--- config.mk ---
export PLATFORM = sky130hd
export DESIGN_NAME = gate_sequencer
export DESIGN_NICKNAME = d
export VERILOG_FILES = /design/src/rtl/gseq_pkg.sv /design/src/rtl/gseq_cfg.sv /design/src/rtl/gseq_fsm.sv /design/src/rtl/gseq_out.sv /design/src/rtl/gate_sequencer.sv
export SDC_FILE = /design/constraint.sdc
export NUM_CORES = 1
export LEC_CHECK = 0
export BUFFER_PORTS_ARGS = -buffer_cell sky130_fd_sc_hd__buf_2
export CAP_MARGIN = 10
export CORE_MARGIN = 2
export CORE_UTILIZATION = 58
export CTS_CLUSTER_DIAMETER = 150
export DETAILED_ROUTE_END_ITERATION = 8
export GPL_TIMING_DRIVEN = 0
export PLACE_DENSITY = 0.84
export SYNTH_ARGS = -nofsm -noshare
export SYNTH_HDL_FRONTEND = slang
export SYNTH_HIERARCHICAL = 1
export SYNTH_SLANG_ARGS = --single-unit
export TNS_END_PERCENT = 30
--- constraint.sdc ---
create_clock -name clk -period 2.35 [get_ports clk]
set_input_delay 0.3525 -clock clk [delete_from_list [all_inputs] [get_ports clk]]
set_output_delay 0.3525 -clock clk [all_outputs]
set_load 0.005 [all_outputs]
--- src/rtl/gseq_pkg.sv ---
package gseq_pkg;

  typedef enum logic [2:0] {
    PH_COUNT = 3'd0,
    PH_LATCH = 3'd1,
    PH_GAP   = 3'd2,
    PH_CLEAR = 3'd3,
    PH_REST  = 3'd4
  } phase_t;

  typedef struct packed {
    logic [1:0] code;
    logic       short_m;
  } gcfg_t;

  // Effective gate-time code: 0 = 0.1 s, 1 = 1 s, 2 = 10 s
  function automatic logic [1:0] eff_code(input logic [1:0] sel, input logic sm);
    if (sm)               return 2'd0;
    else if (sel == 2'd3) return 2'd1;
    else                  return sel;
  endfunction

endpackage

--- src/rtl/gseq_cfg.sv ---
module gseq_cfg
  import gseq_pkg::*;
#(
  parameter int T100  = 5_000_000,
  parameter int CNT_W = 29
) (
  input  logic             clk,
  input  logic             rst,
  input  logic [1:0]       range_sel,
  input  logic             short_mode,
  input  logic             take,
  output logic [CNT_W-1:0] live_hi,
  output logic [CNT_W-1:0] cur_lo,
  output logic [1:0]       cur_code
);

  localparam logic [CNT_W-1:0] LEN_S  = CNT_W'(T100);
  localparam logic [CNT_W-1:0] LEN_M  = CNT_W'(10 * T100);
  localparam logic [CNT_W-1:0] LEN_L  = CNT_W'(100 * T100);
  localparam logic [CNT_W-1:0] LEN_H9 = CNT_W'(9 * T100);

  gcfg_t live_cfg;
  gcfg_t cfg_q;

  always_comb begin
    live_cfg.code    = eff_code(range_sel, short_mode);
    live_cfg.short_m = short_mode;
  end

  always_comb begin
    case (live_cfg.code)
      2'd0:    live_hi = LEN_S;
      2'd1:    live_hi = LEN_M;
      default: live_hi = LEN_L;
    endcase
  end

  always_comb begin
    if (cfg_q.short_m) cur_lo = LEN_H9;
    else begin
      case (cfg_q.code)
        2'd0:    cur_lo = LEN_S;
        2'd1:    cur_lo = LEN_M;
        default: cur_lo = LEN_L;
      endcase
    end
  end

  always_ff @(posedge clk) begin
    if (rst || take) cfg_q <= live_cfg;
  end

  assign cur_code = cfg_q.code;

endmodule

--- src/rtl/gseq_fsm.sv ---
module gseq_fsm
  import gseq_pkg::*;
#(
  parameter int CNT_W    = 29,
  parameter int STROBE_W = 4
) (
  input  logic             clk,
  input  logic             rst,
  input  logic [CNT_W-1:0] hi_len,
  input  logic [CNT_W-1:0] lo_len,
  output phase_t           phase_q,
  output phase_t           phase_nxt,
  output logic             take
);

  localparam logic [CNT_W-1:0] STB_LOAD  = CNT_W'(STROBE_W - 1);
  localparam logic [CNT_W-1:0] REST_TRIM = CNT_W'(2 * STROBE_W + 2);

  logic [CNT_W-1:0] cnt_q;
  logic [CNT_W-1:0] cnt_nxt;
  logic             at_end;

  assign at_end = (cnt_q == '0);
  assign take   = (phase_q == PH_REST) && at_end;

  always_comb begin
    phase_nxt = phase_q;
    cnt_nxt   = cnt_q - 1'b1;
    if (at_end) begin
      case (phase_q)
        PH_COUNT: begin phase_nxt = PH_LATCH; cnt_nxt = STB_LOAD;             end
        PH_LATCH: begin phase_nxt = PH_GAP;   cnt_nxt = '0;                   end
        PH_GAP:   begin phase_nxt = PH_CLEAR; cnt_nxt = STB_LOAD;             end
        PH_CLEAR: begin phase_nxt = PH_REST;  cnt_nxt = lo_len - REST_TRIM;   end
        default:  begin phase_nxt = PH_COUNT; cnt_nxt = hi_len - 1'b1;        end
      endcase
    end
  end

  always_ff @(posedge clk) begin
    if (rst) begin
      phase_q <= PH_CLEAR;
      cnt_q   <= STB_LOAD;
    end else begin
      phase_q <= phase_nxt;
      cnt_q   <= cnt_nxt;
    end
  end

endmodule

--- src/rtl/gseq_out.sv ---
module gseq_out
  import gseq_pkg::*;
(
  input  logic       clk,
  input  logic       rst,
  input  phase_t     phase_q,
  input  phase_t     phase_nxt,
  input  logic [1:0] cur_code,
  output logic       gate,
  output logic       latch_n,
  output logic       clear,
  output logic [1:0] range_code
);

  logic latch_start;
  assign latch_start = (phase_nxt == PH_LATCH) && (phase_q != PH_LATCH);

  always_ff @(posedge clk) begin
    if (rst) begin
      gate       <= 1'b0;
      latch_n    <= 1'b1;
      clear      <= 1'b1;
      range_code <= 2'd1;
    end else begin
      gate    <= (phase_nxt == PH_COUNT);
      latch_n <= (phase_nxt != PH_LATCH);
      clear   <= (phase_nxt == PH_CLEAR);
      if (latch_start) range_code <= cur_code;
    end
  end

endmodule

--- src/rtl/gate_sequencer.sv ---
module gate_sequencer
  import gseq_pkg::*;
#(
  parameter int CLK_HZ   = 50_000_000,
  parameter int STROBE_W = 4
) (
  input  logic       clk,
  input  logic       rst,
  input  logic [1:0] range_sel,
  input  logic       short_mode,
  output logic       gate,
  output logic       latch_n,
  output logic       clear,
  output logic [1:0] range_code
);

  localparam int T100    = CLK_HZ / 10;
  localparam int MAX_LEN = 100 * T100;
  localparam int CNT_W   = $clog2(MAX_LEN + 1);

  logic [CNT_W-1:0] hi_len;
  logic [CNT_W-1:0] lo_len;
  logic [1:0]       cur_code;
  logic             take;
  phase_t           phase_q;
  phase_t           phase_nxt;

  gseq_cfg #(.T100(T100), .CNT_W(CNT_W)) u_cfg (
    .clk(clk), .rst(rst), .range_sel(range_sel), .short_mode(short_mode),
    .take(take), .live_hi(hi_len), .cur_lo(lo_len), .cur_code(cur_code)
  );

  gseq_fsm #(.CNT_W(CNT_W), .STROBE_W(STROBE_W)) u_fsm (
    .clk(clk), .rst(rst), .hi_len(hi_len), .lo_len(lo_len),
    .phase_q(phase_q), .phase_nxt(phase_nxt), .take(take)
  );

  gseq_out u_out (
    .clk(clk), .rst(rst), .phase_q(phase_q), .phase_nxt(phase_nxt),
    .cur_code(cur_code), .gate(gate), .latch_n(latch_n), .clear(clear),
    .range_code(range_code)
  );

endmodule

[After elaboration in Yosys (flattened, before gate mapping)]
Index checks and enable logic that the tools add are counted.
Storage, ports and cells
  bits in registers: 40
  bits in latches: 0
  memory bits (writable): 0
  memory bits (read-only): 0
  input bits: 5
  output and inout port bits: 5
  word-level logic and storage cells: 40
  memories: 0
Cells by class
  add/sub/neg operators: 3
  multipliers: 0
  divide/modulo/power cells: 0
  order comparisons: 0
  eq/ne operators: 11
  shift operators: 0
  muxes and demuxes: 9
  bitwise logic cells: 0
  reductions and logical operators: 9
Operators by type and width (number)
  29-bit case mux with 2 select lines: 2
  29-bit case mux with 3 select lines: 1
  29-bit two-way mux: 2
  29-bit by 1-bit subtractor with 29-bit output, second input constant: 2
  29-bit zero test: 1
  29-bit by 4-bit subtractor with 29-bit output, second input constant: 1
  3-bit case mux with 4 select lines: 1
  3-bit by 2-bit == test with 1-bit output, second input constant: 3
  3-bit by 1-bit == test with 1-bit output, second input constant: 2
  3-bit zero test: 2
  3-bit by 1-bit != test with 1-bit output, second input constant: 2
  2-bit by 1-bit == test with 1-bit output, second input constant: 2
  2-bit zero test: 2
  2-bit two-way mux: 2
  3-bit == test, second input constant: 1
  3-bit two-way mux: 1
  2-bit == test, second input constant: 1
  1-bit logical AND: 2
  2-bit OR reduction: 1
  1-bit logical OR: 1

[Logic depth before layout (Yosys ltp)]
Gate-level depths: netlist of run 1.
  word-level depth: 8
  gate-level depth with buffers: 9

[Hierarchy]
The synthesis of run 1 kept the hierarchy.
Modules (own cells, without submodules)
  gseq_fsm: instances 1, cells an instance 378, area an instance 2935.3 um2, sequential area each 640.6 um2
  gseq_cfg: instances 1, cells an instance 71, area an instance 554.3 um2, sequential area each 90.1 um2
  gseq_out: instances 1, cells an instance 18, area an instance 188.9 um2, sequential area each 100.1 um2

[Worst setup path after synthesis of run 1]
No wires, ideal clock.
  path kind: reg2reg
  start: reg u_fsm.cnt_q[0]
  end: reg u_out.range_code[0]
  library setup time: 0.072 ns
  arrival: 2.518 ns
  data required time: 2.278 ns
  path slack: -0.240 ns
  stages on the path, launching flop included: 10
  path buffers: 0
  clock period less this slack: 2.590 ns
  path through: dfxtp_1 -> inv_1 -> ha_1 -> or4b_1 -> nor2_1 -> nand4_1 -> o21ai_0 -> o31ai_1 -> nor4b_2 -> mux2i_1
On the way
  word-level cells in the longest chain between the ends: 4
RTL lines
  from (decl): RTL line gseq_fsm.sv:19  | logic [CNT_W-1:0] cnt_q;
  from (signal assigned): RTL line gseq_fsm.sv:46  | cnt_q <= cnt_nxt;
  29-bit zero test: RTL line gseq_fsm.sv:23  | assign at_end = (cnt_q == '0);
  3-bit two-way mux: RTL line gseq_fsm.sv:29  | if (at_end) begin
  via phase_nxt[1]: RTL line gate_sequencer.sv:26  | phase_t phase_nxt;
  3-bit by 1-bit == test with 1-bit output: RTL line gseq_out.sv:16  | assign latch_start = (phase_nxt == PH_LATCH) && (phase_q != PH_LATCH);
  1-bit logical AND: RTL line gseq_out.sv:16
  to (signal assigned): RTL line gseq_out.sv:28  | if (latch_start) range_code <= cur_code;
  to (decl): RTL line gseq_out.sv:12  | output logic [1:0] range_code
The timed path passes the listed nets, and every way through them passes these cells.
A chain may end at the register's enable or synchronous reset.

[Final worst setup path of run 1]
  start: reg u_cfg/cfg_q[0] (netlist name)
  end: reg u_fsm.cnt_q[13]
On the way
  word-level cells in the longest chain between the ends: 4
RTL lines
  from (decl): RTL line gseq_cfg.sv:23  | gcfg_t cfg_q;
  from (signal assigned): RTL line gseq_cfg.sv:50  | if (rst || take) cfg_q <= live_cfg;
  29-bit two-way mux: RTL line gseq_cfg.sv:39  | if (cfg_q.short_m) cur_lo = LEN_H9;
  via lo_len[10]: RTL line gate_sequencer.sv:22  | logic [CNT_W-1:0] lo_len;
  29-bit by 4-bit subtractor with 29-bit output: RTL line gseq_fsm.sv:34  | PH_CLEAR: begin phase_nxt = PH_REST; cnt_nxt = lo_len - REST_TRIM; end
  29-bit case mux with 3 select lines: RTL line gseq_fsm.sv:30  | case (phase_q)
  29-bit two-way mux: RTL line gseq_fsm.sv:29
The timed path passes the listed nets, and every way through them passes these cells.

==> metrics.txt, run 1 <==
pin count of the biggest net entering global routing 15; PD cells 993 mW/mm^2; syn_area_per_cell 7.88 sq um; Slew headroom 0.187; number of DRC markers in iteration 0 322; slowest CP cell or4_4; Worst-path clk slew 0.09 ns; Core Util, Final 0.723; CP required 2.51 ns; crit-path cells nor2_1 > inv_1 > or4_4 > or3_4 > xnor2_2 > a221oi_2 > a211oi_1; Final GP Congestion 0.987; ANT nets after route 0; CP arrival 2.69 ns; Reg2Reg Setup Slack -0.18 ns; minimum clock period 2.53 ns; Reg2Reg Depth 7; FP Rows 29; Crit Path Max Fanout 5; vias per cell 6.08; RSZ-0062 raised after global routing true; buffer depth of the longest clock path 2; Fillers 451; final non-filler cell area 0.00451 sq mm; synthesized flop and latch total 40; H-Tree Depth 2; Synth cell types 59; GRT Overall Usage 0.287; placed cell area 0.00389 sq mm; Area growth syn-to-layout 22.7%; EDFF count, synth 3; HPWL after DPL 7390 um; Die X-Extent 83.6 um; via count 3615; Core ar. 0.00624 sq mm; clk_skew 0.0114 ns; Ys Warns 6; Synth Instances 467; area of the multi-input gates 0.00278 sq mm; worst hold path type primary input to register; TritonCTS clock tree done; Post-Route WL 10600 um; Synth top area share 0.201; top-count cell post-synth buf_4; top cells by count, synth buf_4 (47), dfxtp_1 (37), xnor2_1 (36); worst setup margin -0.177 ns; Hold Buf Count CTS 0; post-synth top area cell dfxtp_1; register area share after synthesis 0.226; # DRC 0; die area 0.00700 sq mm; Setup crit end kind register; input/output buffers 9; Setup crit end u_fsm/cnt_q[13]$_SDFF_PP0_; global-route wire length before repair 16200 um; Clock Latency Late Sink 0.30 ns; Initial Utilization 0.589; Worst R2R Start u_cfg/cfg_q[0]$_DFFE_PP_; clk root buf clkbuf_8; initial antenna violation count 0; fin. max-slew vios 0; total I/O pin count 10; critical path's largest stage delay 0.53 ns; nets@finish 525; run status complete, but fails checks; synthesized cell area 0.00368 sq mm; P_leak 1.77 nW; DIE HEIGHT 83.6 um; Remaining Overflow, GRT 0; # clock sinks 40; Top FF cell, synth dfxtp_1; Setup violations, final 11; ant diodes 0; wire per inst 17.7 um; Final Cycle Share 1.08; asr flop ratio synth 0; Max IR drop VDD 691 uV; R2R Path End u_fsm/cnt_q[13]$_SDFF_PP0_; CP Launch Type register; DRT Pass-1 Iters 5; violated checks negative setup slack; max-cap viol count 0; Worst-Margin Slew 1.22 ns; WS Path Type register to register; share of cells above drive strength 1 0.344; Final Hold Viols 0; top cells by area, synth dfxtp_1 (20%), buf_4 (9.6%), xnor2_1 (8.6%); Fmax achieved 396 MHz; FF+latch area 835 sq um; CP startpoint u_cfg/cfg_q[0]$_DFFE_PP_; via count of the first global-routing pass 3439; CTS Buf Count 5
[sequential cells by signal, summed over array words and instances (netlist names)]
name,count
u_cfg/cfg_q,1
u_out/range_code,2
u_fsm/phase_q,3
u_out/clear,1
u_cfg/cur_code,2
u_fsm/cnt_q,29
u_out/latch_n,1
u_out/gate,1
[through the flow]
stage	setup TNS, ns	hold WS (ns)	total power [mW]	cells	worst slack (ns)
finish	-0.772	0.298	4.48	595	-0.177
global route	-2.05	0.301	4.75	595	-0.305
CTS	-0.881	0.298	4.10	588	-0.164
floorplan	-0.205	0.424	2.75	481	-0.0692
global placement	-11.62	0.461	3.17	567	-0.693
detailed placement	-12.07	0.487	3.24	567	-0.718
[where the power goes]
part / switching [mW] / total [mW] / internal, mW / leakage (nW)
clock network: 0.268 / 0.546 / 0.277 / 0.0530
registers: 0.266 / 1.18 / 0.910 / 0.330
logic: 1.57 / 2.76 / 1.19 / 1.38
total: 2.10 / 4.48 / 2.38 / 1.77
[worst max-delay path, delay by kind of cell, from the launching register on]
kind / cells / cell delay (ns)
AND/OR/NAND/NOR: 3 / 1.20
buffers and inverters: 1 / 0.19
XOR/XNOR: 1 / 0.15
AO/OA/AOI/OAI: 2 / 0.37
flip-flops: 1 / 0.47
[worst min-delay path by stage]
stage	from	end	slack, ns	depth (start not counted)
after floorplan	rst	u_out/gate$_SDFF_PP0_	0.42	1
after global routing	short_mode	u_cfg/cfg_q[0]$_DFFE_PP_	0.30	1
after global placement	u_out/range_code[1]$_SDFFE_PP0P_	u_out/range_code[1]$_SDFFE_PP0P_	0.46	2
after detailed placement	u_out/range_code[1]$_SDFFE_PP0P_	u_out/range_code[1]$_SDFFE_PP0P_	0.49	2
final	short_mode	u_cfg/cfg_q[0]$_DFFE_PP_	0.30	1
after CTS	short_mode	u_cfg/cfg_q[0]$_DFFE_PP_	0.30	1
[cell families after synthesis]
logic type	share of synthesized area
xor gates and xnor gates	0.157
AOI/OAI and AO/OA	0.133
adders and majority gates	0.0102
and+or+nand+nor	0.327
buffers and inverters	0.130
DFF	0.226
muxes	0.0146
other	0.00204
[cells in the final DEF (no fill, tap or decap), drive strengths merged, types with 4 or more instances in the layout]
cell type,synthesis,layout
nand4,7,7
a21oi,12,12
xor2,30,30
clkbuf,11,15
dfxtp,37,37
o21ai,12,12
nor4,23,23
and3,4,4
buf,51,82
a22oi,4,4
inv,15,16
o211ai,4,4
conb,2,16
or2,4,4
xnor2,36,36
nor2,33,33
nand2b,6,6
nor3b,6,6
or3,11,11
a211oi,11,11
a221oi,10,10
nor3,34,34
o221ai,4,4
nand2,33,33
nand3,16,16
or4,10,10
[cell type report]
cell class / count / share of cell area
Buffer: 61 / 0.0948
Clock buffer: 6 / 0.0208
Clock inverter: 2 / 0.00360
Inverter: 15 / 0.0130
Multi-Input combinational cell: 364 / 0.617
Sequential cell: 40 / 0.185
Tap cell: 77 / 0.0213
Timing Repair Buffer: 30 / 0.0449
[repair_timing]
item | CTS | global route
setup buffers | 13 | 8
cloned | 0 | 0
hold endpoints to repair | 0 | 0
pin swaps | 10 | 15
gates resized for setup | 32 | 50
endpoints found under the setup margin | 37 | 29
[layer usage]
layer / vias to the layer above / GRT usage / wire (um)
met5: - / 0 / 0
met4: 0 / 0.0997 / 201
met3: 24 / 0.0465 / 757
met2: 135 / 0.501 / 5230
met1: 1720 / 0.356 / 4370
li1: 1736 / - / -
Note: power is estimated with default switching activity, not from simulation.
==> run 2: changes to the inputs <==
--- a/config.mk
+++ b/config.mk
@@ -12,6 +12,7 @@
 export CTS_CLUSTER_DIAMETER = 150
 export DETAILED_ROUTE_END_ITERATION = 8
 export GPL_TIMING_DRIVEN = 0
+export MAX_ROUTING_LAYER = met4
 export PLACE_DENSITY = 0.84
 export SYNTH_ARGS = -nofsm -noshare
 export SYNTH_HDL_FRONTEND = slang
==> metrics.txt, run 2 (synthesis results as in run 1) <==
run status complete, but fails checks; violated checks negative setup slack; via count of the first global-routing pass 3558; ANT nets after route 0; Seq pwr share 0.262; total I/O pin count 10; minimum clock period 2.55 ns; die area 0.00700 sq mm; share of cells above drive strength 1 0.324; P_leak 1.76 nW; combinational group share of total power 0.617; M1 WL 4620 um; WS Path Type register to register; Worst-Margin Slew 0.646 ns; commonest non-fill, non-tap cell in the layout buf_4; GRT Overall Usage 0.310; clk_skew 0.0122 ns; Worst R2R Start u_cfg/cur_code[0]$_DFFE_PP_; final non-filler cell total 604; buffer depth of the longest clock path 2; vias per cell 6.35; DRT Pass-1 Iters 5; uppermost layer routed met4; nets@finish 534; Reg2Reg Depth 7; pin count of the biggest net entering global routing 15; Reg2Reg Setup Slack -0.20 ns; dpl ws -0.758 ns; CP Launch Type register; worst hold path type primary input to register; Sw Share 0.471; max reg flops 29; fin. max-slew vios 0; FP Rows 29; Worst-path clk slew 0.09 ns; commonest non-fill, non-tap cells in the layout buf_4 (73), dfxtp_1 (36), xnor2_1 (35); Die X-Extent 83.6 um; worst setup margin -0.198 ns; Hold Path Stages 1; Core ar. 0.00624 sq mm; wire per inst 18.1 um; Remaining Overflow, GRT 0; Max IR drop VDD 859 uV; clock network fraction of design power 0.121; H-Tree Depth 2; Area growth syn-to-layout 23.8%; P_sw 2.13 mW; Initial Utilization 0.589; hold path startpoint short_mode; placed cell count 567; Hold Buf Count CTS 0; largest registers u_fsm/cnt_q x29, u_fsm/phase_q x3; P_int 2.39 mW; Core Util, Final 0.730; PD cells 993 mW/mm^2; Setup crit end u_fsm/cnt_q[19]$_SDFF_PP0_; CP startpoint u_cfg/cur_code[0]$_DFFE_PP_; # clock sinks 40; initial antenna violation count 0; Final Hold Viols 0; DIE HEIGHT 83.6 um; Final Cycle Share 1.08; global-route wire length before repair 17100 um; post-route setup TNS -0.825 ns; # DRC 0; clk root buf clkbuf_8; TritonCTS clock tree done; Setup crit end kind register; Crit Path Max Fanout 3; via count 3836; input/output buffers 9; met3 WL post-DR 759 um; Largest Register u_fsm/cnt_q; CP arrival 2.73 ns; Setup violations, final 11; ant diodes 0; Fmax achieved 393 MHz; met2 wire len 5270 um; Slew headroom 0.568; Post-Route WL 10900 um; CTS Buf Count 5; RSZ-0062 raised after global routing true; CP required 2.53 ns; max-cap viol count 0; Final GP Congestion 0.979; HPWL after DPL 7400 um; R2R Path End u_fsm/cnt_q[19]$_SDFF_PP0_; number of DRC markers in iteration 0 427; Clock Latency Late Sink 0.30 ns
-- run 2: cell count changes in the layout (fill, tap and decap cells not counted), sizes merged --
| cell | change |
|---|---|
| buf | +8 |
| clkbuf | +1 |
-- run 2: final cells by class --
cell class / count / area [sq um]
clock buffer: 6 / 93.8
clock inverter: 2 / 16.3
sequential: 40 / 835
buffer: 62 / 430
inverter: 15 / 61.3
multi-input combinational: 364 / 2750
timing repair buffer: 38 / 272
tap: 77 / 96.3
fill: 438 / 1690
-- run 2: per-stage QoR --
stage / cell area (sq um) / total power [mW] / hold slack, ns
floorplan: 3740 / 2.75 / 0.424
global placement: 3890 / 3.17 / 0.462
finish: 4560 / 4.52 / 0.321
global route: 4560 / 4.77 / 0.331
detailed placement: 3890 / 3.24 / 0.492
CTS: 4330 / 4.14 / 0.293
-- run 2: power by group through the flow --
| stage | sequential, mW | combinational (mW) | clock (mW) |
|---|---|---|---|
| 2_1_floorplan | 1.09 | 1.65 | 0 |
| 3_3_place_gp | 1.12 | 2.05 | 0 |
| 3_5_place_dp | 1.15 | 2.09 | 0 |
| 4_1_cts | 1.15 | 2.44 | 0.554 |
| 5_1_grt | 1.21 | 2.99 | 0.575 |
| 6_report | 1.19 | 2.79 | 0.548 |
-- run 2: worst max-delay path: stages (launching register included) --
cell,delay (ns)
edfxtp_1,0.44
or3_4,0.43
or4_4,0.49
or3_4,0.35
o41ai_2,0.28
o21ai_1,0.13
a32oi_1,0.21
o21ai_1,0.09
-- run 2: worst min path at each step --
| stage | end | slack (ns) |
|---|---|---|
| detailed placement | u_out/range_code[1]$_SDFFE_PP0P_ | 0.49 |
| global placement | u_out/range_code[1]$_SDFFE_PP0P_ | 0.46 |
| floorplan | u_out/gate$_SDFF_PP0_ | 0.42 |
| finish | u_cfg/cfg_q[0]$_DFFE_PP_ | 0.32 |
| global route | u_cfg/cfg_q[0]$_DFFE_PP_ | 0.33 |
| CTS | u_cfg/cfg_q[0]$_DFFE_PP_ | 0.29 |
-- run 2: repair_timing --
action,4_1_cts,5_1_grt
setup buffers,20,8
pin swaps,14,14
endpoints found under the setup margin,37,30
resized for setup,43,32
-- run 2: per-layer routing --
layer | global-route usage | vias up
li1 | - | 1761
met1 | 0.381 | 1825
met2 | 0.524 | 212
met3 | 0.0504 | 38
met4 | 0.0924 | 0
met5 | - | -
